===== src/rtl/ovh_pkg.sv =====
package ovh_pkg;

  // position reached after stepping forward, modulo frame length
  function automatic int wrap_add(int pos, int step, int len);
    return (pos + step) % len;
  endfunction

  // an overhead slot sits on every stride-th position
  function automatic logic slot_is_oh(int pos, int stride);
    return (pos % stride) == 0;
  endfunction

  // ordinal of the overhead slot that owns a position
  function automatic int slot_index(int pos, int stride);
    return pos / stride;
  endfunction

endpackage


===== src/rtl/ovh_slot_counter.sv =====
module ovh_slot_counter
  import ovh_pkg::*;
#(
  parameter int FRAME_LEN = 32,
  parameter int OH_STRIDE = 8,
  parameter int CNT_W     = 5
) (
  input  logic             clk,
  input  logic             rst,
  output logic [CNT_W-1:0] pos_o,
  output logic             oh_en_o
);

  // oh_en_o is registered one step ahead: it is high while pos_o sits
  // on the position just before an overhead slot
  always_ff @(posedge clk) begin
    if (rst) begin
      pos_o   <= '0;
      oh_en_o <= 1'b0;
    end else begin
      pos_o   <= CNT_W'(wrap_add(int'(pos_o), 1, FRAME_LEN));
      oh_en_o <= slot_is_oh(wrap_add(int'(pos_o), 2, FRAME_LEN), OH_STRIDE);
    end
  end

endmodule


===== src/rtl/ovh_capture.sv =====
module ovh_capture (
  input  logic clk,
  input  logic rst,
  input  logic take_i,
  input  logic hdlc_i,
  input  logic data_i,
  input  logic ins_i,
  output logic bit_q,
  output logic req_q
);

  // capture only on the edge that closes an enable cycle
  always_ff @(posedge clk) begin
    if (rst) begin
      bit_q <= 1'b0;
      req_q <= 1'b0;
    end else if (take_i) begin
      bit_q <= data_i;
      req_q <= ins_i & ~hdlc_i;
    end
  end

endmodule


===== src/rtl/ovh_slot_mux.sv =====
module ovh_slot_mux
  import ovh_pkg::*;
#(
  parameter int                        FRAME_LEN   = 32,
  parameter int                        OH_STRIDE   = 8,
  parameter int                        CNT_W       = 5,
  parameter int                        IDX_W       = 2,
  parameter logic [FRAME_LEN/OH_STRIDE-1:0] DEFAULT_PAT = '0,
  parameter logic [FRAME_LEN/OH_STRIDE-1:0] LOCK_MASK   = '0
) (
  input  logic             clk,
  input  logic             rst,
  input  logic [CNT_W-1:0] pos_i,
  input  logic             payload_i,
  input  logic             bit_i,
  input  logic             req_i,
  output logic             slot_oh_o,
  output logic             use_ext_o,
  output logic             rej_now_o,
  output logic             ser_o,
  output logic             rej_o
);

  logic [IDX_W-1:0] idx;
  logic             locked;
  logic             nxt_bit;

  always_comb begin
    slot_oh_o = slot_is_oh(int'(pos_i), OH_STRIDE);
    idx       = IDX_W'(slot_index(int'(pos_i), OH_STRIDE));
    locked    = LOCK_MASK[idx];
    use_ext_o = slot_oh_o & req_i & ~locked;
    rej_now_o = slot_oh_o & req_i & locked;
    if (!slot_oh_o)     nxt_bit = payload_i;
    else if (use_ext_o) nxt_bit = bit_i;
    else                nxt_bit = DEFAULT_PAT[idx];
  end

  always_ff @(posedge clk) begin
    if (rst) begin
      ser_o <= 1'b0;
      rej_o <= 1'b0;
    end else begin
      ser_o <= nxt_bit;
      rej_o <= rej_now_o;
    end
  end

endmodule


===== src/rtl/ovh_insert.sv =====
module ovh_insert #(
  parameter int                             FRAME_LEN   = 32,
  parameter int                             OH_STRIDE   = 8,
  parameter logic [FRAME_LEN/OH_STRIDE-1:0] DEFAULT_PAT = 4'b1010,
  parameter logic [FRAME_LEN/OH_STRIDE-1:0] LOCK_MASK   = 4'b0100
) (
  input  logic clk,
  input  logic rst,
  input  logic hdlc_mode,
  input  logic payload_in,
  input  logic oh_data,
  input  logic oh_insert,
  output logic oh_enable,
  output logic ser_out,
  output logic ins_reject
);

  localparam int OH_COUNT = FRAME_LEN / OH_STRIDE;
  localparam int CNT_W    = (FRAME_LEN > 1) ? $clog2(FRAME_LEN) : 1;
  localparam int IDX_W    = (OH_COUNT > 1) ? $clog2(OH_COUNT) : 1;

  // named internal events, observed by the bound checker
  logic [CNT_W-1:0] pos;
  logic             cap_bit;
  logic             cap_req;
  logic             slot_oh;
  logic             use_ext;
  logic             rej_now;

  ovh_slot_counter #(
    .FRAME_LEN(FRAME_LEN),
    .OH_STRIDE(OH_STRIDE),
    .CNT_W    (CNT_W)
  ) u_cnt (
    .clk    (clk),
    .rst    (rst),
    .pos_o  (pos),
    .oh_en_o(oh_enable)
  );

  ovh_capture u_cap (
    .clk   (clk),
    .rst   (rst),
    .take_i(oh_enable),
    .hdlc_i(hdlc_mode),
    .data_i(oh_data),
    .ins_i (oh_insert),
    .bit_q (cap_bit),
    .req_q (cap_req)
  );

  ovh_slot_mux #(
    .FRAME_LEN  (FRAME_LEN),
    .OH_STRIDE  (OH_STRIDE),
    .CNT_W      (CNT_W),
    .IDX_W      (IDX_W),
    .DEFAULT_PAT(DEFAULT_PAT),
    .LOCK_MASK  (LOCK_MASK)
  ) u_mux (
    .clk      (clk),
    .rst      (rst),
    .pos_i    (pos),
    .payload_i(payload_in),
    .bit_i    (cap_bit),
    .req_i    (cap_req),
    .slot_oh_o(slot_oh),
    .use_ext_o(use_ext),
    .rej_now_o(rej_now),
    .ser_o    (ser_out),
    .rej_o    (ins_reject)
  );

endmodule


===== config.mk =====
export PLATFORM = sky130hd
export DESIGN_NAME = ovh_insert
export DESIGN_NICKNAME = d
export VERILOG_FILES = /design/src/rtl/ovh_pkg.sv /design/src/rtl/ovh_slot_counter.sv /design/src/rtl/ovh_capture.sv /design/src/rtl/ovh_slot_mux.sv /design/src/rtl/ovh_insert.sv
export SDC_FILE = /design/constraint.sdc
export NUM_CORES = 1
export LEC_CHECK = 0
export ABC_AREA = 1
export ABC_CLOCK_PERIOD_IN_PS = 1250
export BUFFER_PORTS_ARGS = -buffer_cell sky130_fd_sc_hd__buf_4
export CORE_AREA = 5 5 42 44
export CTS_CLUSTER_DIAMETER = 50
export DETAILED_ROUTE_END_ITERATION = 10
export DIE_AREA = 0 0 47 49
export GPL_TIMING_DRIVEN = 0
export PLACE_DENSITY_LB_ADDON = 0.1
export SETUP_SLACK_MARGIN = 0.4
export SLEW_MARGIN = 20
export SYNTH_ARGS = -nofsm -noshare
export SYNTH_HDL_FRONTEND = slang
export SYNTH_SLANG_ARGS = --single-unit

===== constraint.sdc =====
create_clock -name clk -period 1.25 [get_ports clk]
set_clock_uncertainty 0.2 [all_clocks]
set_input_delay 0.1875 -clock clk [delete_from_list [all_inputs] [get_ports clk]]
set_output_delay 0.1875 -clock clk [all_outputs]
set_load 0.05 [all_outputs]

## Yosys cells after proc, flatten, opt, wreduce, memory -nomap -nowiden

Index checks and enable logic that the tools add are counted.

| storage, ports and cells | value |
|---|---|
| RAM bits | 0 |
| word-level logic and storage cells | 27 |
| bits in latches | 0 |
| memories kept | 0 |
| memory bits (read-only) | 0 |
| output and inout port bits | 3 |
| bits in registers | 10 |

| cells by class | value |
|---|---|
| shift operators | 0 |
| bitwise logic cells | 8 |
| multiplexer cells | 6 |
| $mul | 0 |
| order comparisons | 1 |
| equality and inequality tests | 0 |
| add/subtract/negate cells | 2 |
| reduce and logical (&&, ||, !) cells | 4 |
| div/mod/pow operators | 0 |

Operators by type and width:

| cell | number |
|---|---|
| $logic_not A32 Y1 | 2 |
| $add A5 B1 Y5 const B | 1 |
| $add A5 B2 Y5 const B | 1 |
| $and A1 B1 Y1 | 5 |
| $reduce_or A5 Y1 | 1 |
| $bmux W1 S2 | 2 |
| $mux W1 | 4 |
| $lt A2 B3 Y1 const B | 1 |
| $reduce_or A3 Y1 | 1 |
| $not A1 Y1 | 2 |
| $and A1 B1 Y1 const A | 1 |

## Depth between registers and ports, before layout

Gate-level depths: netlist of the first run.

| depth | value |
|---|---|
| depth in word-level cells | 6 |
| mapped depth | 6 |
| depth with buffers taken out | 6 |

## Modules after synthesis

From an unflattened synthesis of the first run, not the netlist that was laid out.

| second synthesis, totals | value |
|---|---|
| cell total of the unflattened synthesis | 57 |
| area, all modules | 450.4 sq um |

Modules (own cells, without submodules):

| module | seq. area each (sq um) | area each (sq um) | times used | cells an instance |
|---|---|---|---|---|
| ovh_slot_counter | 120.1 | 242.7 | 1 | 28 |
| ovh_slot_mux | 40.0 | 126.4 | 1 | 18 |
| ovh_capture | 40.0 | 81.3 | 1 | 11 |

## Worst setup path after synthesis of the first run

OpenSTA, ideal clock, no wires.

| timing | value |
|---|---|
| path type | reg2reg |
| from | register u_cnt.oh_en_o |
| to | register u_cap.req_q |
| path slack | 33 ps |
| period minus slack after synthesis | 1217 ps |
| data arrival time | 899 ps |
| path buffers | 0 |
| cell stages (with the launch flop) | 4 |
| path through | dfxtp_1 -> inv_1 -> a21oi_1 -> nor2_1 |

RTL lines:

| item | RTL line | RTL |
|---|---|---|
| start: declaration | ovh_slot_counter.sv:11 | `output logic oh_en_o` |
| start signal: assignment | ovh_slot_counter.sv:22 | `oh_en_o <= slot_is_oh(wrap_add(int'(pos_o), 2, FRAME_LEN), OH_STRIDE);` |
| end signal: assignment | ovh_capture.sv:19 | `req_q <= ins_i & ~hdlc_i;` |
| end: declaration | ovh_capture.sv:9 | `output logic req_q` |

## Worst setup path in the final report of the first run

| timing | value |
|---|---|
| from | register u_cnt.oh_en_o |
| to | output port oh_enable |

RTL lines:

| item | RTL line | RTL |
|---|---|---|
| end: declaration | ovh_insert.sv:13 | `output logic oh_enable,` |

No word-level cell between the ends.

==> impl_metrics.tcl, run 1 <==
set metrics [dict create \
    total_power_mw 0.741 \
    yosysSeqAreaShare 0.468 \
    finalCritPeriodShare 0.918 \
    power_leakage_nw 0.303 \
    dieArea_um2 2300 \
    place_inst 80 \
    ys_types 12 \
    synth.area.mux_share 0 \
    stdcell_area_um2 714 \
    relSlewSlack 0.886 \
    syn_area_um2 428 \
    synth_top_family_by_area "simple AND/OR/NAND/NOR gates" \
    crit_path_top_delay_cell "dfxtp_4" \
    drt-vias-per-instance 4.20 \
    avgRoutedWirePerCell_um 9.61 \
    dp_slack_ns 0.131 \
    dieHeight_um 49 \
    grt_pass1_wl_um 1470 \
    synth_fa_ha_area_frac 0.117 \
    max_freq_mhz 872 \
    drive_gt1_frac 0.592 \
    cts-root-buf "clkbuf_4" \
    antenna_cells 0 \
    critPathTopFamily "flip-flops" \
    cp-start-kind "flip-flop" \
    syn2layout_area_growth_pct 67.0 \
    maxSlewViolCount 0 \
    grt.total_usage 0.0932 \
    final-instance-count-excl-fill 87 \
    max_stage_delay_ns 0.35 \
    final_core_util 0.510 \
    crit_chain "buf_8" \
    nNetsFinal 82 \
    synth_compound_area_frac 0.0906 \
    powerDensity_nw_per_um2 1040 \
    port-buffer-count 8 \
    crit_buf_inv 1 \
    dpl.hpwl_um 552 \
    cts_max_path_buffers 2 \
    tightest_slew_ns 0.171 \
    ir_worst_vdd_uv 432 \
    grt_pass1_vias 362 \
    final_cell_mix "nand2_1 (8), nor2_1 (8), inv_1 (7)" \
    crit_required_ns 0.86 \
    detail-route-antenna-nets 0 \
    placed_area_um2 546 \
    start_util 0.305 \
    finalSetupViolCount 0 \
    cts_buffers 3 \
    synthesis.nets 66 \
    clock-sinks 10 \
    grt_start_max_net_pins 8 \
    yosys.area_share.xor_xnor 0.0205 \
    synth_warnings 0 \
    worst-setup-path-type "flip-flop to primary output" \
    cts_tree "built" \
    hold_viol 5 \
    min_period_ns 1.15 \
    status "complete, but fails checks" \
    cp_max_fo 2 \
    hold_path.class "input pin to flip-flop" \
    syn_avg_cell_area_um2 7.64 \
    violations "negative hold slack" \
    htree_levels 1 \
    die_w_um 47 \
    synth_simple_gate_area_share 0.199 \
    ios 9 \
    clk_pin_slew_ns 0.07 \
    holdWs_ns -0.0899 \
    cp-end-kind "primary output" \
    crit_arrival_ns 0.76 \
    worst_slack_ns 0.103 \
    clk_latency_ns 0.27 \
    rsz0062_at_grt "true" \
    finalSetupTns_ns 0 \
    maxCapViolations 0 \
    num_vias 365 \
    core_um2 1400 \
    gp_congestion 0.666 \
    ys_seq_elements 10 \
    drc 0 \
    rows 14 \
    antenna_found_initial 0 \
    grt-ovfl-total 0 \
    drt_iter0_markers 2 \
    synthCells 56 \
    firstDrtPassIters 3 \
    routed_wl_um 836 \
]
[flip-flops by register name, summed over array words and instances, names as in the netlist]
name,count
u_cap.bit_q,1
u_cap.req_q,1
u_cnt.oh_en_o,1
u_cnt.pos_o,5
u_mux.rej_o,1
u_mux.ser_o,1
[Yosys cell counts]
library cell | n | area [um^2]
inv_2 | 1 | 3.75
o21ai_0 | 4 | 20.0
nand3_1 | 1 | 5.00
a21oi_2 | 1 | 8.76
dfxtp_1 | 10 | 200
inv_1 | 11 | 41.3
nor3_1 | 1 | 5.00
a21oi_1 | 2 | 10.0
ha_1 | 4 | 50.1
nand2_1 | 10 | 37.5
xnor2_1 | 1 | 8.76
nor2_1 | 10 | 37.5
[area by class of cell]
| class | count | area (um^2) |
|---|---|---|
| well taps | 16 | 20.0 |
| multi-input cells | 34 | 294 |
| inverters | 12 | 47.5 |
| fillers | 136 | 687 |
| clock buffers | 4 | 26.3 |
| repair buffers | 11 | 109 |
| flip-flops and latches | 10 | 218 |
[logic make-up after synthesis]
family,Yosys count
and+or+nand+nor,22
DFF,10
xor gates and xnor gates,1
buffers and inverters,12
AOI/OAI and AO/OA,7
adders and majority gates,4
[what timing repair did]
item / 4_1_cts / 5_1_grt
endpoints found under the hold margin: 5 / 5
pin swaps: 7 / 7
gates resized for setup: 21 / 13
buffers inserted: 2 / 1
endpoints found under the setup margin: 12 / 13
[report_power, final]
group | internal (mW) | switching, mW
sequential | 0.335 | 0.0249
combinational | 0.0709 | 0.0722
clock | 0.123 | 0.115
total | 0.529 | 0.212
[final timing paths]
path,from,cells past startpoint,endpoint,slack (ns)
setup / recovery,u_cnt.oh_en_o,1,oh_enable,0.10
hold / removal,rst,2,u_cnt.pos_o[1],-0.09
setup reg to reg,u_cnt.pos_o[1],6,u_mux.ser_o,0.13
hold reg to reg,u_cnt.pos_o[4],2,u_mux.rej_o,0.29
[layer usage]
| layer | GRT usage | up-vias | share of wire |
|---|---|---|---|
| met1 | 0.115 | 158 | 0.44 |
| met2 | 0.120 | 5 | 0.49 |
| met5 | 0 | - | 0 |
| li1 | - | 200 | - |
| met4 | 0.0829 | 0 | 0.014 |
| met3 | 0.0332 | 2 | 0.053 |
Note: power is estimated with default switching activity, not from simulation.
==> inputs of run 2 (changes only) <==
--- a/config.mk
+++ b/config.mk
@@ -14,7 +14,7 @@
 export DIE_AREA = 0 0 47 49
 export GPL_TIMING_DRIVEN = 0
 export PLACE_DENSITY_LB_ADDON = 0.1
-export SETUP_SLACK_MARGIN = 0.4
+export SETUP_SLACK_MARGIN = 0.2
 export SLEW_MARGIN = 20
 export SYNTH_ARGS = -nofsm -noshare
 export SYNTH_HDL_FRONTEND = slang
==> run 2 against run 1 <==
Effect of this change:
- the run still ends with negative hold slack left
- maximum frequency increased by 0.99%
- core utilization decreased by 4.0 points
- global-route usage decreased by 0.15 points
- cell area decreased by 7.9%
- cell count unchanged
- non-clock buffer count increased by 1
- register-to-register slack about the same
- routed wire length decreased by 2.9%
- largest power group unchanged
==> impl_metrics.tcl, run 2 (same netlist as run 1, synthesis figures left out) <==
set metrics [dict create \
    status "complete, but fails checks" \
    violations "negative hold slack" \
    grt_pass1_wl_um 1500 \
    drc 0 \
    clk_latency_ns 0.26 \
    syn2layout_area_growth_pct 53.8 \
    core_um2 1400 \
    cp-end-kind "primary output" \
    largest_register_ffs 5 \
    power_leakage_nw 0.287 \
    antenna_found_initial 0 \
    cp-start-kind "flip-flop" \
    hold_path.class "input pin to flip-flop" \
    worst-setup-path-type "flip-flop to primary output" \
    firstDrtPassIters 4 \
    crit_buf_inv 1 \
    cp_max_fo 2 \
    routed_wl_um 812 \
    holdWs_ns -0.0413 \
    clock-sinks 10 \
    gp_congestion 0.681 \
    max_stage_delay_ns 0.34 \
    die_w_um 47 \
    ir_worst_vdd_uv 550 \
    nNetsFinal 83 \
    drt-vias-per-instance 4.34 \
    final_cell_mix "inv_1 (9), nand2_1 (8), nor2_1 (8)" \
    ios 9 \
    hold_viol 2 \
    num_vias 378 \
    antenna_cells 0 \
    maxCapViolations 0 \
    crit_path_top_delay_cell "dfxtp_2" \
    drive_gt1_frac 0.451 \
    cts_max_path_buffers 2 \
    min_period_ns 1.14 \
    finalSetupViolCount 0 \
    tightest_slew_ns 0.139 \
    dieHeight_um 49 \
    dpl.hpwl_um 581 \
    detail-route-antenna-nets 0 \
    dieArea_um2 2300 \
    stdcell_area_um2 658 \
    port-buffer-count 8 \
    finalSetupTns_ns 0 \
    final_common_cell "inv_1" \
    relSlewSlack 0.907 \
    maxSlewViolCount 0 \
    postCtsHoldBufs 2 \
    powerDensity_nw_per_um2 1070 \
    crit_chain "buf_8" \
    max_freq_mhz 880 \
    clk_pin_slew_ns 0.06 \
    worst_slack_ns 0.114 \
    avgRoutedWirePerCell_um 9.33 \
    finalCritPeriodShare 0.909 \
    final_core_util 0.470 \
    htree_levels 1 \
    grt_pass1_vias 376 \
    grt-ovfl-total 0 \
    dp_slack_ns 0.0878 \
    grt_start_max_net_pins 8 \
    cts_buffers 3 \
    drt_iter0_markers 6 \
    start_util 0.305 \
    crit_arrival_ns 0.75 \
    rows 14 \
    grt.total_usage 0.0917 \
    crit_required_ns 0.86 \
    cts-root-buf "clkbuf_4" \
    placed_area_um2 512 \
    cts_tree "built" \
    critPathTopFamily "flip-flops" \
    regMostFlops "u_cnt.pos_o" \
    rsz0062_at_grt "true" \
    total_power_mw 0.705 \
]
==> run 2: worst paths after layout <==
path / start / endpoint / slack [ns] / depth (start not counted)
setup reg to reg: u_cnt.pos_o[1] / u_cnt.pos_o[4] / 0.14 / 4
hold reg to reg: u_cnt.pos_o[0] / u_cnt.pos_o[0] / 0.27 / 1
setup / recovery: u_cnt.oh_en_o / oh_enable / 0.11 / 1
hold / removal: oh_insert / u_cap.req_q / -0.04 / 3
==> run 2: report_power, final <==
| group | internal [mW] | switching [mW] | total [mW] |
|---|---|---|---|
| clock network | 0.111 | 0.106 | 0.217 |
| logic | 0.0650 | 0.0646 | 0.130 |
| registers | 0.338 | 0.0210 | 0.359 |
| total | 0.514 | 0.192 | 0.705 |
==> run 2: through the flow <==
step | instances | hold WS, ns
3_5_place_dp | 80 | 0.181
3_3_place_gp | 80 | 0.173
2_1_floorplan | 56 | 0.0468
4_1_cts | 87 | -0.0439
5_1_grt | 87 | -0.0127
6_report | 87 | -0.0413
==> run 2: final cells by class <==
class | count | area, um^2
clock buffers | 3 | 22.5
fillers | 150 | 743
inverters | 12 | 50.0
multi-input cells | 34 | 235
flip-flops and latches | 10 | 213
well taps | 16 | 20.0
repair buffers | 12 | 118
==> run 2: per-layer routing <==
metal  up-vias  GRT usage  wire length [um]
li1        201          -                 -
met1       166      0.122               372
met2         7      0.115               366
met3         4     0.0332                51
met4         0     0.0691                22
met5         -          0                 0
==> run 2: what timing repair did <==
action,CTS,global route
gates resized for setup,18,11
setup buffers,2,0
hold endpoints to repair,5,1
endpoints found under the setup margin,8,11
pin swaps,1,5
==> inputs of run 3 (changes only) <==
==> constraint.sdc (replaced) <==
create_clock -name clk -period 1.25 [get_ports clk]
set_clock_uncertainty 0.2 [all_clocks]
set_input_delay 0.125 -clock clk [delete_from_list [all_inputs] [get_ports clk]]
set_output_delay 0.125 -clock clk [all_outputs]
set_load 0.05 [all_outputs]
==> run 3 against run 2 <==
Effect of this change:
- flip-flop and latch count unchanged
- sequential power about the same
- routed wire length up 4.9%
- register-to-register slack about the same
- highest routed layer unchanged
- power down 0.93%
- the flow still finishes with violations (negative hold slack)
- worst setup slack better by 0.041 ns
==> impl_metrics.tcl, run 3 (same netlist as run 1, synthesis figures left out) <==
set metrics [dict create \
    hold_viol 7 \
    r2r_setup_slack_ns 0.15 \
    dp_slack_ns 0.0878 \
    num_vias 374 \
    crit_buf_inv 0 \
    rsz0062_at_grt "true" \
    hold_depth 2 \
    finalSetupTns_ns 0 \
    drive_gt1_frac 0.437 \
    holdCritStartpoint "rst" \
    grt-ovfl-total 0 \
    max_stage_delay_ns 0.38 \
    worst_slack_ns 0.155 \
    violations "negative hold slack" \
    crit_path_top_delay_cell "dfxtp_4" \
    cp-start-kind "flip-flop" \
    maxCapViolations 0 \
    clk_latency_ns 0.26 \
    die_w_um 47 \
    rr_startpoint "u_cnt.pos_o[1]" \
    cp-end-kind "flip-flop" \
    crit_chain "ha_4 > nand3_2 > o21ai_1 > nor2_1" \
    filler_cell_count 146 \
    cp_max_fo 4 \
    drt_iter0_markers 6 \
    cts_buffers 3 \
    critPathTopFamily "flip-flops" \
    cts_tree "built" \
    hold_path.class "input pin to flip-flop" \
    clk_pin_slew_ns 0.07 \
    rows 14 \
    grt_start_max_net_pins 8 \
    dieArea_um2 2300 \
    grt_pass1_wl_um 1480 \
    antenna_found_initial 0 \
    crit_arrival_ns 1.05 \
    dieHeight_um 49 \
    dpl.hpwl_um 581 \
    htree_levels 1 \
    finalCritPeriodShare 0.876 \
    maxSlewViolCount 0 \
    power_leakage_nw 0.287 \
    gp_congestion 0.681 \
    holdWs_ns -0.160 \
    whs_endpoint "u_cnt.pos_o[1]" \
    ir_worst_vdd_uv 519 \
    r2r_cells 4 \
    grt_pass1_vias 373 \
    postCtsHoldBufs 3 \
    tightest_slew_ns 0.142 \
    grt.total_usage 0.0917 \
    cts-root-buf "clkbuf_4" \
    multi_input_area_um2 236 \
    worst-setup-path-type "flip-flop to flip-flop" \
    syn2layout_area_growth_pct 53.2 \
    routed_wl_um 852 \
    nNetsFinal 83 \
    port-buffer-count 8 \
    final_cell_mix "nor2_1 (9), inv_1 (9), nand2_1 (7)" \
    start_util 0.305 \
    reg2reg_to "u_cnt.pos_o[4]" \
    largest_register_ffs 5 \
    detail-route-antenna-nets 0 \
    ff_latch_area_um2 213 \
    antenna_cells 0 \
    finalSetupViolCount 0 \
    regMostFlops "u_cnt.pos_o" \
    relSlewSlack 0.904 \
    core_um2 1400 \
    status "complete, but fails checks" \
    clock-sinks 10 \
    avgRoutedWirePerCell_um 9.79 \
    firstDrtPassIters 4 \
    drt-vias-per-instance 4.30 \
    ios 9 \
    powerDensity_nw_per_um2 1070 \
    drc 0 \
    min_period_ns 1.10 \
    crit_required_ns 1.20 \
    max_freq_mhz 913 \
    cts_max_path_buffers 2 \
]
-- run 3: area by class of cell --
| class | count | area share |
|---|---|---|
| repair buffers | 12 | 0.177 |
| flip-flops and latches | 10 | 0.324 |
| multi-input cells | 34 | 0.361 |
| clock buffers | 3 | 0.0344 |
| inverters | 12 | 0.0725 |
| well taps | 16 | 0.0305 |
-- run 3: power by group --
part	internal, mW	total [mW]	leakage, nW	switching (mW)
Sequential	0.337	0.357	0.0845	0.0192
Combinational	0.0618	0.128	0.189	0.0660
Clock	0.111	0.214	0.0138	0.104
-- run 3: routing by layer --
metal  part of all wire  track usage
met4              0.014       0.0691
met1               0.44        0.117
met5                  0            0
met3              0.054       0.0332
met2               0.49        0.120
-- run 3: worst max-delay path by stage --
| stage | start | to | slack (ns) | depth (start not counted) |
|---|---|---|---|---|
| floorplan | u_cnt.pos_o[0] | u_mux.ser_o | 0.16 | 6 |
| global placement | u_cnt.pos_o[0] | u_mux.ser_o | 0.09 | 6 |
| detailed placement | u_cnt.pos_o[1] | u_cnt.pos_o[4] | 0.09 | 4 |
| CTS | u_cnt.pos_o[0] | u_mux.ser_o | 0.15 | 6 |
| global route | u_cnt.pos_o[1] | u_cnt.pos_o[4] | 0.11 | 4 |
| finish | u_cnt.pos_o[1] | u_cnt.pos_o[4] | 0.15 | 4 |
-- run 3: per-stage QoR --
step | power [mW] | util | hold slack (ns) | area (um^2) | instances
6_report | 0.699 | 0.468 | -0.160 | 656 | 87
3_3_place_gp | 0.449 | 0.365 | 0.110 | 512 | 80
4_1_cts | 0.708 | 0.452 | -0.170 | 633 | 87
2_1_floorplan | 0.416 | - | -0.0157 | 432 | 56
3_5_place_dp | 0.449 | 0.365 | 0.118 | 512 | 80
5_1_grt | 0.746 | 0.468 | -0.164 | 656 | 87
-- run 3: worst register-to-register path: stages (launching register included) --
cell and delay (ns):
dfxtp_4 0.38, ha_4 0.15, nand3_2 0.07, o21ai_1 0.14, nor2_1 0.05
-- run 3: repair_timing --
action	CTS	global route
setup endpoints to repair	8	10
resized for setup	19	8
pin swaps	1	3
setup buffers	1	0
endpoints found under the hold margin	10	6
